<file path="src/rtl/evc_pkg.sv">
package evc_pkg;
  // strobes from the control FSM to the datapath
  typedef struct packed {
    logic take;   // winning event accepted this cycle
  } ctrl_t;
endpackage

</file>
<file path="src/rtl/evc_datapath.sv">
module evc_datapath #(
  parameter int NUM_EVT = 16,
  parameter logic [31:0] DEFAULT_VEC = 32'h0000_0F00,
  parameter int ADDR_W = $clog2(NUM_EVT + 2),
  parameter int EVT_W = $clog2(NUM_EVT)
) (
  input  logic                clk,
  input  logic                rstN,
  input  logic [NUM_EVT-1:1]  irqReq,
  input  logic                nmiReq,
  input  logic                regWe,
  input  logic [ADDR_W-1:0]   regAddr,
  input  logic [31:0]         regWdata,
  input  logic [31:0]         curPc,
  input  evc_pkg::ctrl_t      ctrl,
  output logic                anyPend,
  output logic [EVT_W-1:0]    winNum,
  output logic [31:0]         evtVector,
  output logic [31:0]         retPc
);
  localparam logic [ADDR_W-1:0] MASK_ADDR  = ADDR_W'(NUM_EVT);
  localparam logic [ADDR_W-1:0] RAISE_ADDR = ADDR_W'(NUM_EVT + 1);

  logic [NUM_EVT-1:0] irqLatch;
  logic [NUM_EVT-1:0] maskReg;
  logic [NUM_EVT-1:0] hwSet, swSet, clrBits, pendBits;
  logic [31:0]        vecTab [NUM_EVT];
  logic [NUM_EVT-1:0] vecVld;

  assign hwSet = {irqReq, nmiReq};
  assign swSet = (regWe && regAddr == RAISE_ADDR) ? regWdata[NUM_EVT-1:0] : '0;

  always_comb begin
    clrBits = '0;
    if (ctrl.take) clrBits[winNum] = 1'b1;
  end

  always_ff @(posedge clk or negedge rstN) begin
    if (!rstN) irqLatch <= '0;
    else       irqLatch <= (irqLatch & ~clrBits) | hwSet | swSet;
  end

  always_ff @(posedge clk or negedge rstN) begin
    if (!rstN) maskReg <= '0;
    else if (regWe && regAddr == MASK_ADDR) maskReg <= regWdata[NUM_EVT-1:0];
  end

  // event 0 is non-maskable
  assign pendBits = irqLatch & (maskReg | NUM_EVT'(1));
  assign anyPend  = |pendBits;

  always_comb begin
    winNum = '0;
    for (int i = NUM_EVT - 1; i >= 0; i--) begin
      if (pendBits[i]) winNum = EVT_W'(i);
    end
  end

  for (genvar g = 0; g < NUM_EVT; g++) begin : g_vec
    always_ff @(posedge clk or negedge rstN) begin
      if (!rstN) begin
        vecTab[g] <= '0;
        vecVld[g] <= 1'b0;
      end else if (regWe && regAddr == ADDR_W'(g)) begin
        vecTab[g] <= regWdata;
        vecVld[g] <= 1'b1;
      end
    end
  end

  assign evtVector = vecVld[winNum] ? vecTab[winNum] : DEFAULT_VEC;

  always_ff @(posedge clk or negedge rstN) begin
    if (!rstN)          retPc <= '0;
    else if (ctrl.take) retPc <= curPc;
  end
endmodule

</file>
<file path="src/rtl/evc_control.sv">
module evc_control (
  input  logic           clk,
  input  logic           rstN,
  input  logic           anyPend,
  input  logic           evtAck,
  input  logic           retiStrobe,
  output logic           evtReq,
  output logic           inService,
  output evc_pkg::ctrl_t ctrl
);
  typedef enum logic {IDLE, BUSY} state_t;
  state_t state, stateNext;

  assign evtReq    = anyPend && (state == IDLE);
  assign inService = (state == BUSY);
  assign ctrl.take = evtReq && evtAck;

  always_comb begin
    stateNext = state;
    case (state)
      IDLE: if (ctrl.take) stateNext = BUSY;
      BUSY: if (retiStrobe) stateNext = IDLE;
      default: stateNext = IDLE;
    endcase
  end

  always_ff @(posedge clk or negedge rstN) begin
    if (!rstN) state <= IDLE;
    else       state <= stateNext;
  end
endmodule

</file>
<file path="src/rtl/vec_event_ctrl.sv">
module vec_event_ctrl #(
  parameter int NUM_EVT = 16,
  parameter logic [31:0] DEFAULT_VEC = 32'h0000_0F00,
  parameter int ADDR_W = $clog2(NUM_EVT + 2),
  parameter int EVT_W = $clog2(NUM_EVT)
) (
  input  logic               clk,
  input  logic               rstN,
  input  logic [NUM_EVT-1:1] irqReq,
  input  logic               nmiReq,
  input  logic               regWe,
  input  logic [ADDR_W-1:0]  regAddr,
  input  logic [31:0]        regWdata,
  input  logic [31:0]        curPc,
  input  logic               evtAck,
  input  logic               retiStrobe,
  output logic               evtReq,
  output logic [EVT_W-1:0]   evtNum,
  output logic [31:0]        evtVector,
  output logic               inService,
  output logic [31:0]        retPc
);
  evc_pkg::ctrl_t ctrl;
  logic anyPend;

  evc_datapath #(.NUM_EVT(NUM_EVT), .DEFAULT_VEC(DEFAULT_VEC),
                 .ADDR_W(ADDR_W), .EVT_W(EVT_W)) u_dp (
    .clk(clk), .rstN(rstN), .irqReq(irqReq), .nmiReq(nmiReq),
    .regWe(regWe), .regAddr(regAddr), .regWdata(regWdata), .curPc(curPc),
    .ctrl(ctrl), .anyPend(anyPend), .winNum(evtNum),
    .evtVector(evtVector), .retPc(retPc)
  );

  evc_control u_ctl (
    .clk(clk), .rstN(rstN), .anyPend(anyPend), .evtAck(evtAck),
    .retiStrobe(retiStrobe), .evtReq(evtReq), .inService(inService),
    .ctrl(ctrl)
  );
endmodule

</file>
<file path="config.mk">
export PLATFORM = sky130hd
export DESIGN_NAME = vec_event_ctrl
export DESIGN_NICKNAME = d
export VERILOG_FILES = /design/src/rtl/evc_pkg.sv /design/src/rtl/evc_datapath.sv /design/src/rtl/evc_control.sv /design/src/rtl/vec_event_ctrl.sv
export SDC_FILE = /design/constraint.sdc
export NUM_CORES = 1
export LEC_CHECK = 0
export ABC_AREA = 1
export BUFFER_PORTS_ARGS = -buffer_cell sky130_fd_sc_hd__buf_2
export CAP_MARGIN = 20
export CORE_AREA = 5 5 295 297
export CTS_CLUSTER_DIAMETER = 100
export DETAILED_ROUTE_END_ITERATION = 7
export DIE_AREA = 0 0 300 302
export PLACE_DENSITY = 0.57
export SLEW_MARGIN = 20
export SYNTH_ARGS = -nofsm -noshare
export SYNTH_HDL_FRONTEND = slang
export SYNTH_SLANG_ARGS = --single-unit
</file>
<file path="constraint.sdc">
create_clock -name clk -period 2.5 [get_ports clk]
set_clock_uncertainty 0.05 [all_clocks]
set_input_delay 0.375 -clock clk [delete_from_list [all_inputs] [get_ports clk]]
set_output_delay 0.375 -clock clk [all_outputs]
set_load 0.05 [all_outputs]
</file>
==> flow_metrics.env, run 1 <==
export IMPL_place_ws_ns=-0.562
export IMPL_synth_xor_xnor_area_share_pct=0
export IMPL_yosys_area_top_type_share_pct=50.8
export IMPL_synthesis_area_sq_um=29200
export IMPL_cpMostUsedCell="nand2_1"
export IMPL_synth_largest_area_cell="dfrtp_1"
export IMPL_grtUsageTotal_pct=20.3
export IMPL_dpl_cell_area_sq_um=33000
export IMPL_tns_ns=-39.24
export IMPL_postSynthCellCount=3989
export IMPL_drtIter0Drc=2105
export IMPL_ir_worst_vdd_mv=0.719
export IMPL_muxShareOfSynthArea_pct=0
export IMPL_fin_crit_sh_pct=149
export IMPL_synth_fa_ha_area_share_pct=0
export IMPL_end_kind="output port"
export IMPL_ctsHtreeMaxLevel=3
export IMPL_mostFrequentLayoutCells="nand2_1 (1818), dfrtp_1 (592), o21ai_0 (536)"
export IMPL_cap_violations=0
export IMPL_yosys_top_cells_area="dfrtp_1 (51%), nand2_1 (24%), o21ai_0 (9.3%), nand3b_1 (4.9%), inv_1 (4.7%)"
export IMPL_yosys_register_bits=592
export IMPL_syn_nets=4079
export IMPL_layout_setup_ws_ns=-1.23
export IMPL_ff2ff_setup_slack_ns=0.03
export IMPL_cts_buffers=70
export IMPL_cts_tree="yes"
export IMPL_yosysWarnings=0
export IMPL_grt_pass1_vias=25091
export IMPL_syn2layout_area_growth_pct=26.1
export IMPL_cts_buffer_depth=3
export IMPL_clk_latency_ns=0.63
export IMPL_cp_num_buf_inv=5
export IMPL_slew_headroom_pct=49.9
export IMPL_run_status="complete, but fails checks"
export IMPL_synthDistinctLibCells=21
export IMPL_die_w_microns=300
export IMPL_yosysSeqAreaShare_pct=50.8
export IMPL_wl_mm=93.1
export IMPL_synth_compound_area_share_pct=9.67
export IMPL_grt_setup_unrepaired="yes"
export IMPL_path_max_fanout=7
export IMPL_critPathTopFamily="simple AND/OR/NAND/NOR gates"
export IMPL_p_leak_uw=0.0191
export IMPL_grt_max_degree=91
export IMPL_worstPathArrival_ns=3.30
export IMPL_critPathKind="flop to output port"
export IMPL_fin_area_sq_um=36800
export IMPL_root_buffer="clkbuf_16"
export IMPL_core_area_sq_um=84300
export IMPL_grt_pass1_wl_mm=146
export IMPL_io_pins=160
export IMPL_die_area_sq_um=90600
export IMPL_firstDrtPassIters=5
export IMPL_layout_drive_gt1_share_pct=13.8
export IMPL_rows=107
export IMPL_tightest_slew_ns=0.750
export IMPL_dp_hpwl_mm=54.1
export IMPL_slowest_stage="dfrtp_1"
export IMPL_cpPeakStageDelay_ns=0.39
export IMPL_fin_crit_ns=3.73
export IMPL_die_y_microns=302
export IMPL_final_common_cell="nand2_1"
export IMPL_antenna_found_initial=0
export IMPL_yosys_area_share_simple_pct=30.9
export IMPL_start_util_pct=34.6
export IMPL_finalMaxSlewViolations=0
export IMPL_vias_per_cell=4.81
export IMPL_critPathLaunchType="flop"
export IMPL_violations="setup timing"
export IMPL_clkTransAtPathRegs_ns=0.06
export IMPL_critPathRequiredTime_ns=2.08
export IMPL_power_density_nw_per_um2=933
export IMPL_hold_class="primary input to flop"
export IMPL_setup_viol=35
export IMPL_io_buffer_count=159
export IMPL_drt_antenna_violating_nets=0
export IMPL_wl_per_cell_microns=17.4
export IMPL_utilization_pct=43.6
export IMPL_num_nets_final=4305
export IMPL_fmax_ghz=0.268
export IMPL_finalHoldViolCount=0
export IMPL_place_gp_congestion=0.787
export IMPL_grt_ovfl_total=0
export IMPL_n_antenna_cell=0
export IMPL_cts_sinks=592
export IMPL_dr_total_vias=25764
export IMPL_finalPower_uw=34300
export IMPL_drc=0
export IMPL_synth_top_family_by_area="simple AND/OR/NAND/NOR gates"
export IMPL_syn_area_per_cell_sq_um=7.32
tightest hold or removal path: cells and delay by family:
family                 cells  cell delay [ns]
AO/OA/AOI/OAI              2             0.19
buffers and inverters      1             0.10
cell families (layout without fill, tap and decap cells):
kind of cell           count (synthesis)  count (layout)
AOI/OAI and AO/OA                    564             564
buffers and inverters                648             925
DFF                                  592             592
and+or+nand+nor                     2185            2186
per-layer routing:
metal  GRT usage, %  share of wire (%)  vias to the layer above
li1               -                  -                    12747
met1           29.0                 47                    12212
met2           32.9                 45                      689
met3           2.85                5.3                      116
met4           4.86                2.3                        0
met5              0                  0                        -
synthesized netlist by cell type:
master / number
nand2_1: 1871
dfrtp_1: 592
o21ai_0: 545
inv_1: 366
clkbuf_1: 211
nand3b_1: 189
nand3_1: 66
buf_2: 56
nor2_1: 47
a21oi_1: 18
buf_1: 8
nor3_1: 6
buf_4: 3
clkinv_1: 2
nand2_4: 2
nand4_1: 2
a31oi_1: 1
buf_6: 1
inv_2: 1
nor2_2: 1
nor2_4: 1
timing repair:
action / 4_1_cts / 5_1_grt
hold endpoints to repair: 91 / 0
pin swaps: 7 / 21
gates resized for setup: 62 / 103
hold buffers: 65 / 0
setup endpoints to repair: 38 / 51
cloned: 3 / 9
buffers inserted: 7 / 11
final cells by class:
cell class	instances	area [sq um]
clock buffer	101	2060
clock inverter	23	185
fill	8455	47500
inverter	369	1430
multi-input combinational	2750	12400
sequential	592	14800
tap	1090	1360
timing repair buffer	430	4570
timing repair inverter	2	17.5
stage by stage:
stage	hold slack, ns	instances
after global routing	0.0263	5357
after CTS	0.00827	5337
final	0.0451	5357
after detailed placement	0.348	5139
after global placement	0.351	5139
after floorplan	0.0294	3989
flip-flops by register name, summed over array words and instances (netlist names):
| register | flops |
|---|---|
| u_ctl.inService | 1 |
| u_dp.irqLatch | 16 |
| u_dp.vecTab | 512 |
| u_dp.vecVld | 16 |
| u_dp.retPc | 32 |
| u_dp.maskReg | 15 |
worst paths after layout:
check                                               end  cells after the start                   startpoint
min reg2reg                 u_dp.vecVld[15]$_DFFE_PN0P_                      2  u_dp.vecVld[15]$_DFFE_PN0P_
max in group asynchronous  u_dp.vecTab[448]$_DFFE_PN0P_                      3                         rstN
min                          u_dp.irqLatch[0]$_DFF_PN0_                      3                  regWdata[0]
max reg2reg                 u_dp.irqLatch[14]$_DFF_PN0_                     16  u_dp.irqLatch[13]$_DFF_PN0_
max                                       evtVector[23]                     29  u_dp.irqLatch[15]$_DFF_PN0_
min in group asynchronous   u_dp.vecTab[15]$_DFFE_PN0P_                      2                         rstN
where the power goes:
part / total, uW / internal, uW / switching, uW
combinational: 12100 / 4670 / 7410
clock: 9990 / 5760 / 4230
sequential: 12200 / 11300 / 904
Note: power is estimated with default switching activity, not from simulation.
==> run 2, diff against run 1 <==
- CORE_AREA: 5 5 295 297 -> 5 5 277 279
- DIE_AREA: 0 0 300 302 -> 0 0 282 284
- PLACE_DENSITY: 0.57 -> 0.63
==> flow_metrics.env, run 2 (same netlist as run 1, synthesis figures left out) <==
export IMPL_dp_hpwl_mm=54.7
export IMPL_dr_total_vias=25890
export IMPL_place_ws_ns=-0.660
export IMPL_slowest_stage="dfrtp_1"
export IMPL_drtIter0Drc=2340
export IMPL_grt_setup_unrepaired="yes"
export IMPL_final_common_cell="nand2_1"
export IMPL_critPathKind="flop to output port"
export IMPL_finalMaxSlewViolations=0
export IMPL_run_status="complete, but fails checks"
export IMPL_largest_register_ffs=512
export IMPL_violations="setup timing"
export IMPL_path_max_fanout=18
export IMPL_critPathRequiredTime_ns=2.08
export IMPL_p_leak_uw=0.0188
export IMPL_placed_cells=5000
export IMPL_firstDrtPassIters=6
export IMPL_fmax_ghz=0.271
export IMPL_cts_buffer_depth=3
export IMPL_grt_max_degree=75
export IMPL_end_kind="output port"
export IMPL_die_w_microns=282
export IMPL_wl_per_cell_microns=17.7
export IMPL_wl_mm=92.0
export IMPL_grtUsageTotal_pct=23.0
export IMPL_grt_pass1_wl_mm=146
export IMPL_rows=100
export IMPL_critPathTopFamily="simple AND/OR/NAND/NOR gates"
export IMPL_cpPeakStageDelay_ns=0.38
export IMPL_num_nets_final=4266
export IMPL_io_pins=160
export IMPL_tightest_slew_ns=0.785
export IMPL_place_gp_congestion=0.830
export IMPL_layout_drive_gt1_share_pct=13.0
export IMPL_fin_crit_sh_pct=148
export IMPL_cpMostUsedCell="nand2_1"
export IMPL_hold_class="primary input to flop"
export IMPL_grt_pass1_vias=25025
export IMPL_die_area_sq_um=80100
export IMPL_antenna_found_initial=2
export IMPL_drt_antenna_violating_nets=0
export IMPL_fin_crit_ns=3.69
export IMPL_regMostFlops="u_dp.vecTab"
export IMPL_ir_worst_vdd_mv=0.556
export IMPL_finalPower_uw=34700
export IMPL_stdcell_count=5194
export IMPL_finalHoldViolCount=0
export IMPL_cap_violations=0
export IMPL_grt_ovfl_total=0
export IMPL_cp_num_buf_inv=4
export IMPL_start_util_pct=39.5
export IMPL_mostFrequentLayoutCells="nand2_1 (1817), dfrtp_1 (592), o21ai_0 (537)"
export IMPL_cts_sinks=592
export IMPL_drc=0
export IMPL_setup_viol=41
export IMPL_hold_ws_ns=0.144
export IMPL_top_regs="u_dp.vecTab (512), u_dp.retPc (32)"
export IMPL_power_density_nw_per_um2=956
export IMPL_clk_latency_ns=0.61
export IMPL_syn2layout_area_growth_pct=24.3
export IMPL_worstPathArrival_ns=3.27
export IMPL_cts_buffers=69
export IMPL_clkTransAtPathRegs_ns=0.06
export IMPL_core_area_sq_um=73900
export IMPL_cts_tree="yes"
export IMPL_ctsHtreeMaxLevel=3
export IMPL_utilization_pct=49.1
export IMPL_vias_per_cell=4.98
export IMPL_slew_headroom_pct=47.6
export IMPL_root_buffer="clkbuf_16"
export IMPL_die_y_microns=284
export IMPL_io_buffer_count=159
export IMPL_critPathLaunchType="flop"
export IMPL_layout_setup_ws_ns=-1.19
-- run 2: cell count changes in the layout (fill, tap and decap cells not counted), moves of 5 or more --
cell / previous run / this run
buf_12: 83 / 78
buf_4: 102 / 83
buf_6: 32 / 25
clkbuf_1: 12 / 6
clkbuf_16: 77 / 71
nand2_2: 48 / 53
nand2_4: 6 / 1
-- run 2: what timing repair did --
item                       CTS  global route
hold endpoints to repair    84             0
setup endpoints to repair   45            52
hold buffers                66             0
gates cloned                 4             1
buffers inserted             1             2
pin swaps                    2             4
resized for setup           91            66
-- run 2: area by class of cell --
type,count,area [sq um]
multi-input cells,2750,12300
clock inverters,25,305
diodes,1,2.50
fillers,7108,37700
clock buffers,94,2020
well taps,969,1210
inverters,369,1410
flip-flops and latches,592,14800
repair buffers,394,4190
-- run 2: worst paths after layout --
| path | cells past startpoint | endpoint | slack (ns) | startpoint |
|---|---|---|---|---|
| worst min-delay path | 4 | u_dp.irqLatch[0]$_DFF_PN0_ | 0.14 | evtAck |
| min in group asynchronous | 2 | u_dp.vecTab[115]$_DFFE_PN0P_ | 0.26 | rstN |
| worst max register to register | 22 | u_dp.irqLatch[15]$_DFF_PN0_ | -0.16 | u_dp.irqLatch[14]$_DFF_PN0_ |
| worst min register to register | 2 | u_dp.vecVld[1]$_DFFE_PN0P_ | 0.41 | u_dp.vecVld[1]$_DFFE_PN0P_ |
| worst max-delay path | 28 | evtVector[10] | -1.19 | u_dp.irqLatch[15]$_DFF_PN0_ |
| max in group asynchronous | 3 | u_dp.retPc[10]$_DFFE_PN0P_ | 1.27 | rstN |
-- run 2: worst register-to-register path, delay by kind of cell (launching register included) --
kind                   cells  cell delay, ns
flip-flops                 1            0.39
AND/OR/NAND/NOR           18            1.39
buffers and inverters      3            0.51
AO/OA/AOI/OAI              1            0.20
-- run 2: power by group --
part / internal [uW] / total (uW) / switching [uW]
Combinational: 4670 / 12200 / 7480
Clock: 6120 / 10300 / 4180
Sequential: 11300 / 12200 / 881
-- run 2: through the flow --
stage	instance area [sq um]	TNS, ns
2_1_floorplan	29500	-7.78
3_3_place_gp	32600	-19.40
3_5_place_dp	32600	-20.28
4_1_cts	36000	-37.68
5_1_grt	36300	-51.35
6_report	36300	-37.73
-- run 2: layer usage --
metal,global-route usage [%],up-vias,wire (microns)
met1,30.8,12347,39700
met5,0,-,0
li1,-,12676,-
met2,37.5,705,43300
met4,7.78,0,2880
met3,4.48,162,6060
